$ cat src/rtl/sis_pkg.sv
package sis_pkg;
    localparam int SRC_N = 8;
    localparam int VEC_W = $clog2(SRC_N);

    typedef logic [SRC_N-1:0] sis_bits_t;
    typedef logic [VEC_W-1:0] sis_vec_t;

    typedef enum logic {
        ST_IDLE   = 1'b0,
        ST_RAISED = 1'b1
    } sis_state_t;
endpackage

$ cat src/rtl/sis_capture.sv
module sis_capture
    import sis_pkg::*;
#(
    parameter int TXR_IDX = 0
) (
    input  logic      clk,
    input  logic      rst_n,
    input  sis_bits_t evt_i,
    input  sis_bits_t mask_i,
    input  logic      vis_i,
    input  logic      rd_i,
    input  logic      ack_hit_i,
    output sis_bits_t status_o
);
    sis_bits_t status_q;
    sis_bits_t set_vec;
    sis_bits_t clr_vec;

    always_comb begin
        set_vec = vis_i ? evt_i : (evt_i & ~mask_i);
        clr_vec = '0;
        if (rd_i) begin
            clr_vec = '1;
        end else if (ack_hit_i) begin
            clr_vec[TXR_IDX] = 1'b1;
        end
    end

    always_ff @(posedge clk) begin
        if (!rst_n) begin
            status_q <= '0;
        end else begin
            status_q <= (status_q & ~clr_vec) | set_vec;
        end
    end

    assign status_o = status_q;


    no_spurious_set_chk: assert property (@(posedge clk) disable iff (!rst_n)
        1'b1 |=> ((status_q & ~$past(status_q) & ~$past(evt_i)) == '0));


    read_clears_chk: assert property (@(posedge clk) disable iff (!rst_n)
        (rd_i && evt_i == '0) |=> (status_q == '0));


    read_keeps_evt_chk: assert property (@(posedge clk) disable iff (!rst_n)
        (rd_i && vis_i) |=> (status_q == $past(evt_i)));


    masked_dropped_chk: assert property (@(posedge clk) disable iff (!rst_n)
        (rd_i && !vis_i) |=> ((status_q & $past(mask_i)) == '0));


    ack_clears_txr_chk: assert property (@(posedge clk) disable iff (!rst_n)
        (ack_hit_i && !rd_i && !evt_i[TXR_IDX]) |=> !status_q[TXR_IDX]);
endmodule

$ cat src/rtl/sis_prio.sv
module sis_prio
    import sis_pkg::*;
(
    input  sis_bits_t status_i,
    input  sis_bits_t mask_i,
    output logic      any_o,
    output sis_vec_t  vec_o
);
    sis_bits_t live;

    always_comb begin
        live  = status_i & ~mask_i;
        any_o = 1'b0;
        vec_o = '0;
        for (int i = 0; i < SRC_N; i++) begin
            if (live[i]) begin
                any_o = 1'b1;
                vec_o = sis_vec_t'(i);
            end
        end
    end


    always_comb begin
        if (any_o) begin
            vec_is_live_chk: assert (status_i[vec_o] && !mask_i[vec_o]);
        end
    end
endmodule

$ cat src/rtl/sis_irq_fsm.sv
module sis_irq_fsm
    import sis_pkg::*;
(
    input  logic clk,
    input  logic rst_n,
    input  logic pending_i,
    output logic irq_o
);
    sis_state_t state_q;
    sis_state_t state_n;

    always_comb begin
        state_n = state_q;
        unique case (state_q)
            ST_IDLE:   if (pending_i)  state_n = ST_RAISED;
            ST_RAISED: if (!pending_i) state_n = ST_IDLE;
            default:   state_n = ST_IDLE;
        endcase
    end

    always_ff @(posedge clk) begin
        if (!rst_n) begin
            state_q <= ST_IDLE;
        end else begin
            state_q <= state_n;
        end
    end

    always_comb begin
        unique case (state_q)
            ST_RAISED: irq_o = 1'b1;
            default:   irq_o = 1'b0;
        endcase
    end


    irq_rise_chk: assert property (@(posedge clk) disable iff (!rst_n)
        pending_i |=> irq_o);


    irq_fall_chk: assert property (@(posedge clk) disable iff (!rst_n)
        !pending_i |=> !irq_o);
endmodule

$ cat src/rtl/sis_aggregator.sv
module sis_aggregator
    import sis_pkg::*;
#(
    parameter int TXR_IDX = 0
) (
    input  logic       clk,
    input  logic       rst_n,
    input  logic [7:0] evt_i,
    input  logic [7:0] mask_i,
    input  logic       vis_i,
    input  logic       rd_i,
    input  logic       ack_i,
    output logic [7:0] rd_data_o,
    output logic       irq_o,
    output logic       pending_o,
    output logic       vec_valid_o,
    output logic [2:0] vec_id_o
);
    localparam sis_vec_t TXR_ID = sis_vec_t'(TXR_IDX);

    sis_bits_t status;
    logic      any_live;
    sis_vec_t  vec_id;
    logic      ack_hit;

    assign ack_hit = ack_i && any_live && (vec_id == TXR_ID);

    sis_capture #(.TXR_IDX(TXR_IDX)) u_capture (
        .clk      (clk),
        .rst_n    (rst_n),
        .evt_i    (evt_i),
        .mask_i   (mask_i),
        .vis_i    (vis_i),
        .rd_i     (rd_i),
        .ack_hit_i(ack_hit),
        .status_o (status)
    );

    sis_prio u_prio (
        .status_i(status),
        .mask_i  (mask_i),
        .any_o   (any_live),
        .vec_o   (vec_id)
    );

    sis_irq_fsm u_fsm (
        .clk      (clk),
        .rst_n    (rst_n),
        .pending_i(any_live),
        .irq_o    (irq_o)
    );

    assign rd_data_o   = status;
    assign pending_o   = any_live;
    assign vec_valid_o = any_live;
    assign vec_id_o    = vec_id;


    masked_hidden_chk: assert property (@(posedge clk) disable iff (!rst_n)
        ((rd_data_o & ~mask_i) == '0) |-> (!pending_o && !vec_valid_o));


    ack_other_noop_chk: assert property (@(posedge clk) disable iff (!rst_n)
        (ack_i && vec_valid_o && vec_id_o != TXR_ID && !rd_i && evt_i == '0)
        |=> (rd_data_o == $past(rd_data_o)));
endmodule

$ cat config.mk
export PLATFORM = sky130hd
export DESIGN_NAME = sis_aggregator
export DESIGN_NICKNAME = d
export VERILOG_FILES = /design/src/rtl/sis_pkg.sv /design/src/rtl/sis_capture.sv /design/src/rtl/sis_prio.sv /design/src/rtl/sis_irq_fsm.sv /design/src/rtl/sis_aggregator.sv
export SDC_FILE = /design/constraint.sdc
export NUM_CORES = 1
export LEC_CHECK = 0
export ABC_CLOCK_PERIOD_IN_PS = 3500
export BUFFER_PORTS_ARGS = -buffer_cell sky130_fd_sc_hd__buf_2
export CORE_AREA = 2 2 39 41
export CTS_BUF_LIST = sky130_fd_sc_hd__clkbuf_4
export DETAILED_ROUTE_END_ITERATION = 8
export DIE_AREA = 0 0 41 43
export PLACE_DENSITY = 0.75
export SYNTH_ARGS = -nofsm -noshare
export SYNTH_HDL_FRONTEND = slang
export SYNTH_SLANG_ARGS = --single-unit
$ cat constraint.sdc
create_clock -name clk -period 3.5 [get_ports clk]
set_clock_uncertainty 0.15 [all_clocks]
set_input_delay 0.35 -clock clk [delete_from_list [all_inputs] [get_ports clk]]
set_output_delay 0.35 -clock clk [all_outputs]
set_load 0.03 [all_outputs]
* After elaboration in Yosys (flattened, before gate mapping) *
Index checks and enable logic that the tools add are counted.

word-level totals
  register bits = 9
  output and inout port bits = 14
  logic and storage cells = 32

cells by class
  mux-type cells = 21
  bitwise logic cells = 6
  reductions and logical operators = 3

operators by type and width
  operator           number
  $and 8x8->8        3
  $not 8->8          2
  $mux 1             13
  $mux 3             4
  $mux 8             1
  $or 8x8->8         1
  $mux 7             1
  $mux 2             2
  $logic_not 3->1    1
  $logic_and 1x1->1  2

* Logic depth before layout (Yosys ltp) *
Gate-level depths: netlist of the first run.

  depth in word-level cells = 17
  gate-level depth with buffers = 4

* Cells and area by module *
From an unflattened synthesis of the first run, not the netlist that was laid out.

second synthesis, totals
  cells, all modules = 67
  area, all modules = 570.5 um^2

modules (own cells, without submodules)
  module          instances  cells an instance  area each (um^2)  sequential area each (um^2)
  sis_capture     1          42                 389.1             160.2
  sis_prio        1          20                 131.4             0.0
  sis_irq_fsm     1          2                  26.3              20.0
  sis_aggregator  1          3                  23.8              0.0

* Worst setup path before layout of the first run *
No wires, ideal clock.

  path type = register to output
  start point = register u_capture.status_q[7] (netlist: u_capture.status_o[7])
  end point = output vec_valid_o
  data arrival time = 1,677 ps
  data required time = 3,000 ps
  path slack = 1,323 ps
  stages on the path, launching flop included = 5
  cells stage by stage = dfxtp_1 or2b_1 nand4_2 or4_4 buf_4

on the way
  cells in the longest elaborated chain, start to end = 2

RTL lines
  element                 line                  text
  start, declared         sis_capture.sv:15     sis_bits_t status_q;
  start signal, assigned  sis_capture.sv:33     status_q <= (status_q & ~clr_vec) | set_vec;
  $and 8x8->8             sis_prio.sv:12        live = status_i & ~mask_i;
  $mux 1                  sis_prio.sv:16        if (live[i]) begin
  end, declared           sis_aggregator.sv:16  output logic vec_valid_o,

No other way between the ends.

* Worst setup path in the final report of the first run *
  start point = register u_capture.status_q[7] (netlist: u_capture.status_o[7])
  end point = output pending_o

on the way
  cells in the longest elaborated chain, start to end = 2

RTL lines
  element        line                  text
  $and 8x8->8    sis_prio.sv:12
  $mux 1         sis_prio.sv:16
  end, declared  sis_aggregator.sv:15  output logic pending_o,

No other way between the ends.

==> impl_metrics.yaml, run 1 <==
global_routing:
  grt_pass1_vias: 496
  grt_antenna_before_repair: 0
  grt_max_degree: 10
  grt_pass1_wl_mm: 1.94
  track_usage: 0.160
  overflow: 0
yosys:
  ys_warn_count: 0
  synth.area.mux_share: 0
  ys_types: 21
  synth-simple-area-share: 0.292
  synthAdderAreaFrac: 0
  avgSynthCellArea_um2: 8.51
  ys_seq_area_frac: 0.347
  synthCells: 61
  syn_area_um2: 519
  synth_top_family_by_area: "simple AND/OR/NAND/NOR gates"
  synth_compound_area_frac: 0.282
  synthXorXnorAreaFrac: 0
  ys_ff_latch: 9
  synth_fp_nets: 82
clock_tree:
  cts_buffer_depth: 2
  cts.clk_slew.worst_paths_ps: 70
  root_buffer: "clkbuf_4"
  cts_setup_buffers: 0
  htreeDepth: 1
  cts_buffers: 3
  clk-insertion-delay-late_ps: 260
  cts_tree: "yes"
  cts_resized: 0
  ctsHoldBuffers: 0
  cts.sinks: 9
timing:
  setup_viol: 0
  timing.fmax_mhz: 486
  rsz0062_at_grt: "false"
  period_minus_slack_ps: 2060
  finalCritPeriodShare: 0.588
  relSlewSlack: 0.832
  worst-slew-pin-transition_ps: 249
  hold_viol: 0
  tns_ps: 0
  drv_slew: 0
  setup_slack_ps: 1440
  fin_hold_ws_ps: 207
worst_setup_path:
  worstSetupStartpointType: "flip-flop"
  cp.arrival_ps: 1560
  crit_path_end_kind: "primary output"
  cp_max_fo: 4
  slowest_delay_ps: 500
  cp_slowest_cell: "or4_4"
  worstPathCellList: "or2b_1 -> nand4_2 -> or4_4 -> buf_2"
  path_class: "flip-flop to primary output"
  required_ps: 3000
finish:
  area_growth_pct: 41.0
  num_antenna_cells: 0
  final_layout_size_suffix_gt1_frac: 0.439
  nFillCells: 141
  fin_area_um2: 732
  nets: 120
placed_design:
  dpl.hpwl_mm: 1.03
  dpl_cell_area_um2: 702
  preCtsSetupSlack_ps: 1610
  port_buffers: 34
  place_congestion: 0.710
routing:
  via_per_inst: 4.91
  wire_per_inst_um: 11.3
  drt_iter0_markers: 12
  drt-total-wl_mm: 1.29
  drc_errors: 0
  ant_nets: 0
  vias: 560
  first_pass_iters: 4
floorplan:
  die_y_um: 43
  dieWidth_um: 41
  ios: 35
  dieArea_um2: 1760
  fp-row-count: 14
  start_util: 0.375
  core_um2: 1380
flow_run:
  maxCapViolCount: 0
power:
  power.density_nw_per_um2: 409
  ir_drop_v: 0.000173
  power.leakage_nw: 0.377
worst_hold_path:
  hold_path.class: "input port to flip-flop"
status:
  status: "completed"
-- power by group --
group	total [mW]	leakage, nW	internal [mW]	switching, mW
clock network	0.0903	0.0184	0.0517	0.0386
logic	0.0937	0.283	0.0367	0.0570
registers	0.115	0.0749	0.110	0.00522
-- worst max-delay path, delay by kind of cell, from the launching register on --
family / cells / cell delay [ps]
flops: 1 / 320
simple gates: 3 / 770
buf+inv: 1 / 200
-- layout make-up --
| class | instances | area, um^2 | share of cell area |
|---|---|---|---|
| multi-input combinational | 42 | 298 | 0.407 |
| sequential | 9 | 180 | 0.246 |
| timing repair buffer | 34 | 170 | 0.232 |
| inverter | 9 | 33.8 | 0.0462 |
| clock buffer | 4 | 30.0 | 0.0410 |
| tap | 16 | 20.0 | 0.0274 |
-- sequential cells by signal, summed over array words and instances (netlist names) --
signal,cells
u_capture.status_o,8
u_fsm.state_q,1
-- metrics by stage --
stage	power, mW	cells	utilization
2_1_floorplan	0.181	61	-
3_3_place_gp	0.211	110	0.507
3_5_place_dp	0.212	110	0.507
4_1_cts	0.303	114	0.529
5_1_grt	0.318	114	0.529
6_report	0.299	114	0.529
-- cells in the mapped netlist (all sizes together) --
| library cell | number | area share |
|---|---|---|
| o21ai | 10 | 0.096 |
| or4 | 1 | 0.022 |
| or3 | 1 | 0.012 |
| and2b | 1 | 0.014 |
| or2b | 3 | 0.043 |
| nand2b | 9 | 0.13 |
| nand4 | 1 | 0.024 |
| a32o | 1 | 0.019 |
| dfxtp | 9 | 0.35 |
| o211ai | 1 | 0.014 |
| buf | 1 | 0.014 |
| nor2b | 1 | 0.012 |
| nand3 | 2 | 0.019 |
| a31o | 1 | 0.017 |
| a21boi | 7 | 0.10 |
| and2 | 1 | 0.017 |
| o21bai | 1 | 0.014 |
| o311a | 1 | 0.019 |
| inv | 9 | 0.065 |
-- final timing paths --
path | from | endpoint | slack, ps | cells past startpoint
worst max-delay path | u_capture.status_o[7]$_SDFF_PN0_ | pending_o | 1440 | 4
worst min-delay path | evt_i[2] | u_capture.status_o[2]$_SDFF_PN0_ | 210 | 3
worst max register to register | u_capture.status_o[6]$_SDFF_PN0_ | u_capture.status_o[0]$_SDFF_PN0_ | 1950 | 4
worst min register to register | u_capture.status_o[3]$_SDFF_PN0_ | u_capture.status_o[3]$_SDFF_PN0_ | 350 | 2
-- placed cells by master, fill, tap and decap left out --
cell,count
clkbuf_4,4
nor2b_1,1
dfxtp_1,9
or4_4,1
o311a_1,1
o21bai_1,1
nand2b_4,1
a21boi_0,7
a32o_1,1
inv_1,9
and2b_1,1
a31o_1,1
nand2b_1,7
or2b_1,3
nand4_2,1
o21ai_0,10
nand2b_2,1
o211ai_1,1
or3_1,1
buf_2,34
and2_4,1
nand3_1,2
-- kinds of logic after synthesis --
| family | count (synthesis) |
|---|---|
| AOI/OAI and AO/OA | 22 |
| DFF | 9 |
| and+or+nand+nor | 20 |
| buffers and inverters | 10 |
-- routing by layer --
metal	GRT usage	up-vias	routed length [um]
li1	-	283	-
met5	0	-	0
met2	0.266	19	658
met1	0.172	258	547
met4	0.100	0	0
met3	0.0314	0	79
No activity file was read; power rests on OpenSTA's default activity.
==> run 2: changes to the inputs <==
--- a/config.mk
+++ b/config.mk
@@ -5,7 +5,7 @@
 export SDC_FILE = /design/constraint.sdc
 export NUM_CORES = 1
 export LEC_CHECK = 0
-export ABC_CLOCK_PERIOD_IN_PS = 3500
+export ABC_CLOCK_PERIOD_IN_PS = 2100
 export BUFFER_PORTS_ARGS = -buffer_cell sky130_fd_sc_hd__buf_2
 export CORE_AREA = 2 2 39 41
 export CTS_BUF_LIST = sky130_fd_sc_hd__clkbuf_4
==> constraint.sdc (replaced) <==
create_clock -name clk -period 2.1 [get_ports clk]
set_clock_uncertainty 0.15 [all_clocks]
set_input_delay 0.21 -clock clk [delete_from_list [all_inputs] [get_ports clk]]
set_output_delay 0.21 -clock clk [all_outputs]
set_load 0.03 [all_outputs]
==> run 2 against run 1 <==
  * Highest routed layer is now met4
  * Total power increased by 66%
  * Routed wire length increased by 2.5%
  * Clock-buffer cell count unchanged
  * Via count increased by 1.6%
  * Design area unchanged
  * Clock power increased by 64%
==> impl_metrics.yaml, run 2 (synthesis gave the netlist of run 1 again) <==
finish:
  fin_util: 0.529
  nFillCells: 137
  fin_cells: 114
  area_growth_pct: 41.0
  final_layout_size_suffix_gt1_frac: 0.439
  final_common_cell: "buf_2"
  fin_area_um2: 732
  largest_reg_flops: 8
  num_antenna_cells: 0
  nets: 120
  mostFrequentLayoutCells: "buf_2, o21ai_0, inv_1, dfxtp_1"
worst_setup_path:
  worstPathCellList: "or2b_1 -> nand4_2 -> or4_4 -> buf_2"
  slowest_delay_ps: 500
  cp.arrival_ps: 1570
  worstSetupStartpointType: "flip-flop"
  path_class: "flip-flop to primary output"
  cp_max_fo: 4
  regToRegSetupSlack_ps: 560
  required_ps: 1740
  cp_slowest_cell: "or4_4"
  crit_path_end_kind: "primary output"
power:
  power.leakage_nw: 0.377
  pwr-share-seq: 0.387
  ir_drop_v: 0.000331
  netSwitchingPower_mw: 0.166
  power.density_nw_per_um2: 679
  p_int_mw: 0.331
  finalPower_mw: 0.497
  clockPowerShare: 0.297
  switching_share: 0.334
  combinationalPowerShare: 0.316
placed_design:
  dpl.hpwl_mm: 1.02
  dpl_cell_area_um2: 702
  port_buffers: 34
  place_inst: 110
  place_congestion: 0.701
  preCtsSetupSlack_ps: 456
routing:
  ant_nets: 0
  drc_errors: 0
  wire_per_inst_um: 11.6
  via_per_inst: 4.99
  dr_wl_met3_um: 70
  drt-total-wl_mm: 1.32
  drt_iter0_markers: 4
  first_pass_iters: 4
  vias: 569
  wl_met2_um: 674
  drt-met1-wl_um: 549
  top_layer_used: "met4"
timing:
  tns_ps: 0
  relSlewSlack: 0.826
  timing.fmax_mhz: 518
  period_minus_slack_ps: 1930
  worst-slew-pin-transition_ps: 260
  finalCritPeriodShare: 0.919
  fin_hold_ws_ps: 68.3
  drv_slew: 0
  hold_viol: 0
  setup_viol: 0
  setup_slack_ps: 171
  rsz0062_at_grt: "false"
clock_tree:
  cts_resized: 0
  cts_tree: "yes"
  cts.sinks: 9
  cts_buffer_depth: 2
  clk-insertion-delay-late_ps: 260
  htreeDepth: 1
  cts_setup_buffers: 0
  cts_buffers: 3
  root_buffer: "clkbuf_4"
  ctsHoldBuffers: 0
  cts.clk_slew.worst_paths_ps: 60
floorplan:
  start_util: 0.375
  dieWidth_um: 41
  core_um2: 1380
  dieArea_um2: 1760
  ios: 35
  fp-row-count: 14
  die_y_um: 43
global_routing:
  overflow: 0
  track_usage: 0.168
  grt_max_degree: 10
  grt_pass1_wl_mm: 2.00
  grt_antenna_before_repair: 0
  grt_pass1_vias: 500
status:
  status: "completed"
flow_run:
  maxCapViolCount: 0
worst_hold_path:
  hold_path.class: "input port to flip-flop"
[run 2: per-layer routing]
layer	up-vias	track usage
li1	284	-
met1	262	0.182
met2	19	0.281
met3	4	0.0314
met4	0	0.100
met5	-	0
[run 2: critical path, delay by kind of cell, from the launching register on]
kind,cells,cell delay [ps]
flops,1,330
buf+inv,1,190
simple gates,3,790
[run 2: worst paths after layout]
| path | from | endpoint | cells after the start |
|---|---|---|---|
| worst max-delay path | u_capture.status_o[7]$_SDFF_PN0_ | pending_o | 4 |
| worst min-delay path | evt_i[6] | u_capture.status_o[6]$_SDFF_PN0_ | 3 |
| worst max register to register | u_capture.status_o[6]$_SDFF_PN0_ | u_capture.status_o[0]$_SDFF_PN0_ | 4 |
| worst min register to register | u_capture.status_o[3]$_SDFF_PN0_ | u_capture.status_o[3]$_SDFF_PN0_ | 2 |
[run 2: cell type report]
type | instances | area [um^2] | area share
tap | 16 | 20.0 | 0.0274
inverter | 9 | 33.8 | 0.0462
timing repair buffer | 34 | 170 | 0.232
clock buffer | 4 | 30.0 | 0.0410
sequential | 9 | 180 | 0.246
multi-input combinational | 42 | 298 | 0.407
[run 2: power groups by stage]
stage | clock network [mW] | registers, mW | logic (mW)
final | 0.148 | 0.192 | 0.157
after global routing | 0.162 | 0.194 | 0.169
after CTS | 0.154 | 0.192 | 0.158
after detailed placement | 0 | 0.196 | 0.158
after global placement | 0 | 0.195 | 0.156
after floorplan | 0 | 0.220 | 0.0809
==> run 3: changes to the inputs <==
--- a/config.mk
+++ b/config.mk
@@ -5,13 +5,14 @@
 export SDC_FILE = /design/constraint.sdc
 export NUM_CORES = 1
 export LEC_CHECK = 0
+export ABC_AREA = 1
 export ABC_CLOCK_PERIOD_IN_PS = 2100
 export BUFFER_PORTS_ARGS = -buffer_cell sky130_fd_sc_hd__buf_2
 export CORE_AREA = 2 2 39 41
 export CTS_BUF_LIST = sky130_fd_sc_hd__clkbuf_4
 export DETAILED_ROUTE_END_ITERATION = 8
 export DIE_AREA = 0 0 41 43
-export PLACE_DENSITY = 0.75
+export PLACE_DENSITY = 0.73
 export SYNTH_ARGS = -nofsm -noshare
 export SYNTH_HDL_FRONTEND = slang
 export SYNTH_SLANG_ARGS = --single-unit
==> run 3 against run 2 <==
  * Sequential power about the same
  * Flip-flop and latch count unchanged
  * First-iteration DRC count rose to 3.3 times the previous value
  * Setup slack better by 230 ps
  * Maximum frequency up 14%
  * Die area unchanged
  * Combinational power about the same
  * Critical endpoint unchanged
  * Largest power group unchanged
==> impl_metrics.yaml, run 3 <==
status:
  status: "completed"
clock_tree:
  root_buffer: "clkbuf_4"
  cts.sinks: 9
  ctsHoldBuffers: 0
  cts_resized: 0
  cts_buffer_depth: 2
  cts_setup_buffers: 0
  cts_buffers: 3
  cts.clk_slew.worst_paths_ps: 60
  clk-insertion-delay-late_ps: 260
  cts_tree: "yes"
  htreeDepth: 1
timing:
  setup_slack_ps: 405
  hold_viol: 0
  timing.fmax_mhz: 590
  finalCritPeriodShare: 0.807
  period_minus_slack_ps: 1700
  fin_hold_ws_ps: 63.4
  setup_viol: 0
  rsz0062_at_grt: "false"
  worst-slew-pin-transition_ps: 261
  drv_slew: 0
  relSlewSlack: 0.825
  tns_ps: 0
routing:
  drt-total-wl_mm: 1.24
  ant_nets: 0
  first_pass_iters: 4
  drc_errors: 0
  drt_iter0_markers: 13
  vias: 583
  via_per_inst: 4.55
  wire_per_inst_um: 9.71
finish:
  nFillCells: 136
  area_growth_pct: 43.1
  fin_area_um2: 706
  largest_reg_flops: 8
  nets: 134
  final_common_cell: "buf_2"
  mostFrequentLayoutCells: "buf_2, nand2_1, dfxtp_1"
  final_layout_size_suffix_gt1_frac: 0.464
  num_antenna_cells: 0
worst_setup_path:
  crit_path_end_kind: "primary output"
  path_class: "flip-flop to primary output"
  worstSetupStartpointType: "flip-flop"
  required_ps: 1740
  cp.arrival_ps: 1340
  cp_slowest_cell: "dfxtp_1"
  cp_max_fo: 3
  worstPathCellList: "nand2_2 -> nand2_1 -> inv_2 -> nand3_2 -> nor3_1 -> inv_1 -> buf_2"
  slowest_delay_ps: 330
yosys:
  ys_types: 17
  ys_ff_latch: 9
  synth_fp_nets: 96
  netlist.area_leader.share: 0.365
  avgSynthCellArea_um2: 6.57
  synth.most_common_cell: "nand2_1"
  syn_area_um2: 493
  synth_top_area_cell: "dfxtp_1"
  synth_area_leaders: "dfxtp_1, nand2_1, o21ai_1"
  synth_edf_count: 0
  synthCells: 75
  async_flop_share: 0
  synth_flop_cell: "dfxtp_1"
  ys_warn_count: 0
  ys_seq_area_frac: 0.365
  synthTopCellsByCount: "nand2_1, dfxtp_1, inv_1, o21ai_1, a21oi_1"
power:
  power.density_nw_per_um2: 699
  netSwitchingPower_mw: 0.173
  combinationalPowerShare: 0.314
  power.leakage_nw: 0.411
  switching_share: 0.350
  clockPowerShare: 0.293
  pwr-share-seq: 0.392
  ir_drop_v: 0.000361
  finalPower_mw: 0.493
  p_int_mw: 0.320
global_routing:
  track_usage: 0.171
  grt_pass1_vias: 472
  grt_antenna_before_repair: 0
  grt_max_degree: 10
  overflow: 0
  grt_pass1_wl_mm: 1.92
placed_design:
  dpl.hpwl_mm: 1.01
  port_buffers: 34
  dpl_cell_area_um2: 676
  preCtsSetupSlack_ps: 681
  place_congestion: 0.787
floorplan:
  fp-row-count: 14
  ios: 35
  core_um2: 1380
  die_y_um: 43
  dieWidth_um: 41
  dieArea_um2: 1760
  start_util: 0.356
flow_run:
  maxCapViolCount: 0
worst_hold_path:
  hold_path.class: "input port to flip-flop"
-- run 3: cell count changes in the layout (fill, tap and decap cells not counted), sizes merged, moves of 2 or more --
cell    previous run  this run
inv                9        14
nand2              0        24
nand2b             9         0
nand3              2         4
a21boi             7         0
nor2               0         4
a21oi              0         8
or2b               3         0
-- run 3: area by class of cell --
type / count / area, um^2 / share of cell area
Multi-Input combinational cell: 50 / 249 / 0.353
Sequential cell: 9 / 180 / 0.255
Timing Repair Buffer: 34 / 170 / 0.241
Inverter: 15 / 56.3 / 0.0798
Clock buffer: 4 / 30.0 / 0.0426
Tap cell: 16 / 20.0 / 0.0284
-- run 3: critical path, delay by kind of cell, from the launching register on --
kind          cells  cell delay [ps]
simple gates      4              430
buf+inv           3              320
flops             1              330
-- run 3: layer usage --
layer  share of wire  vias up  track usage
met5               0        -            0
met4           0.018        0        0.100
met1            0.41      250        0.177
met2            0.49       24        0.256
met3           0.076        2       0.0942
li1                -      307            -
-- run 3: through the flow --
stage,cells,util
3_5_place_dp,124,0.488
2_1_floorplan,75,-
3_3_place_gp,124,0.488
6_report,128,0.510
5_1_grt,128,0.510
4_1_cts,128,0.510
-- run 3: final timing paths --
check                                                       from                          endpoint  slack, ps  depth (start not counted)
worst min register to register  u_capture.status_o[2]$_SDFF_PN0_  u_capture.status_o[2]$_SDFF_PN0_        330                          2
worst max-delay path            u_capture.status_o[7]$_SDFF_PN0_                         pending_o        400                          7
worst max register to register  u_capture.status_o[1]$_SDFF_PN0_  u_capture.status_o[0]$_SDFF_PN0_        880                         10
worst min-delay path                                    evt_i[5]  u_capture.status_o[5]$_SDFF_PN0_         60                          3
-- run 3: logic make-up (layout without fill, tap and decap cells) --
logic type | after synthesis | after routing | share of synthesized area
simple gates | 33 | 33 | 0.325
flops | 9 | 9 | 0.365
compound gates | 17 | 17 | 0.180
buf+inv | 16 | 53 | 0.129
-- run 3: power groups by stage --
stage | Clock [mW] | Sequential, mW | Combinational (mW)
finish | 0.145 | 0.193 | 0.155
global route | 0.163 | 0.195 | 0.169
detailed placement | 0 | 0.197 | 0.156
global placement | 0 | 0.196 | 0.154
CTS | 0.149 | 0.193 | 0.157
floorplan | 0 | 0.222 | 0.0806
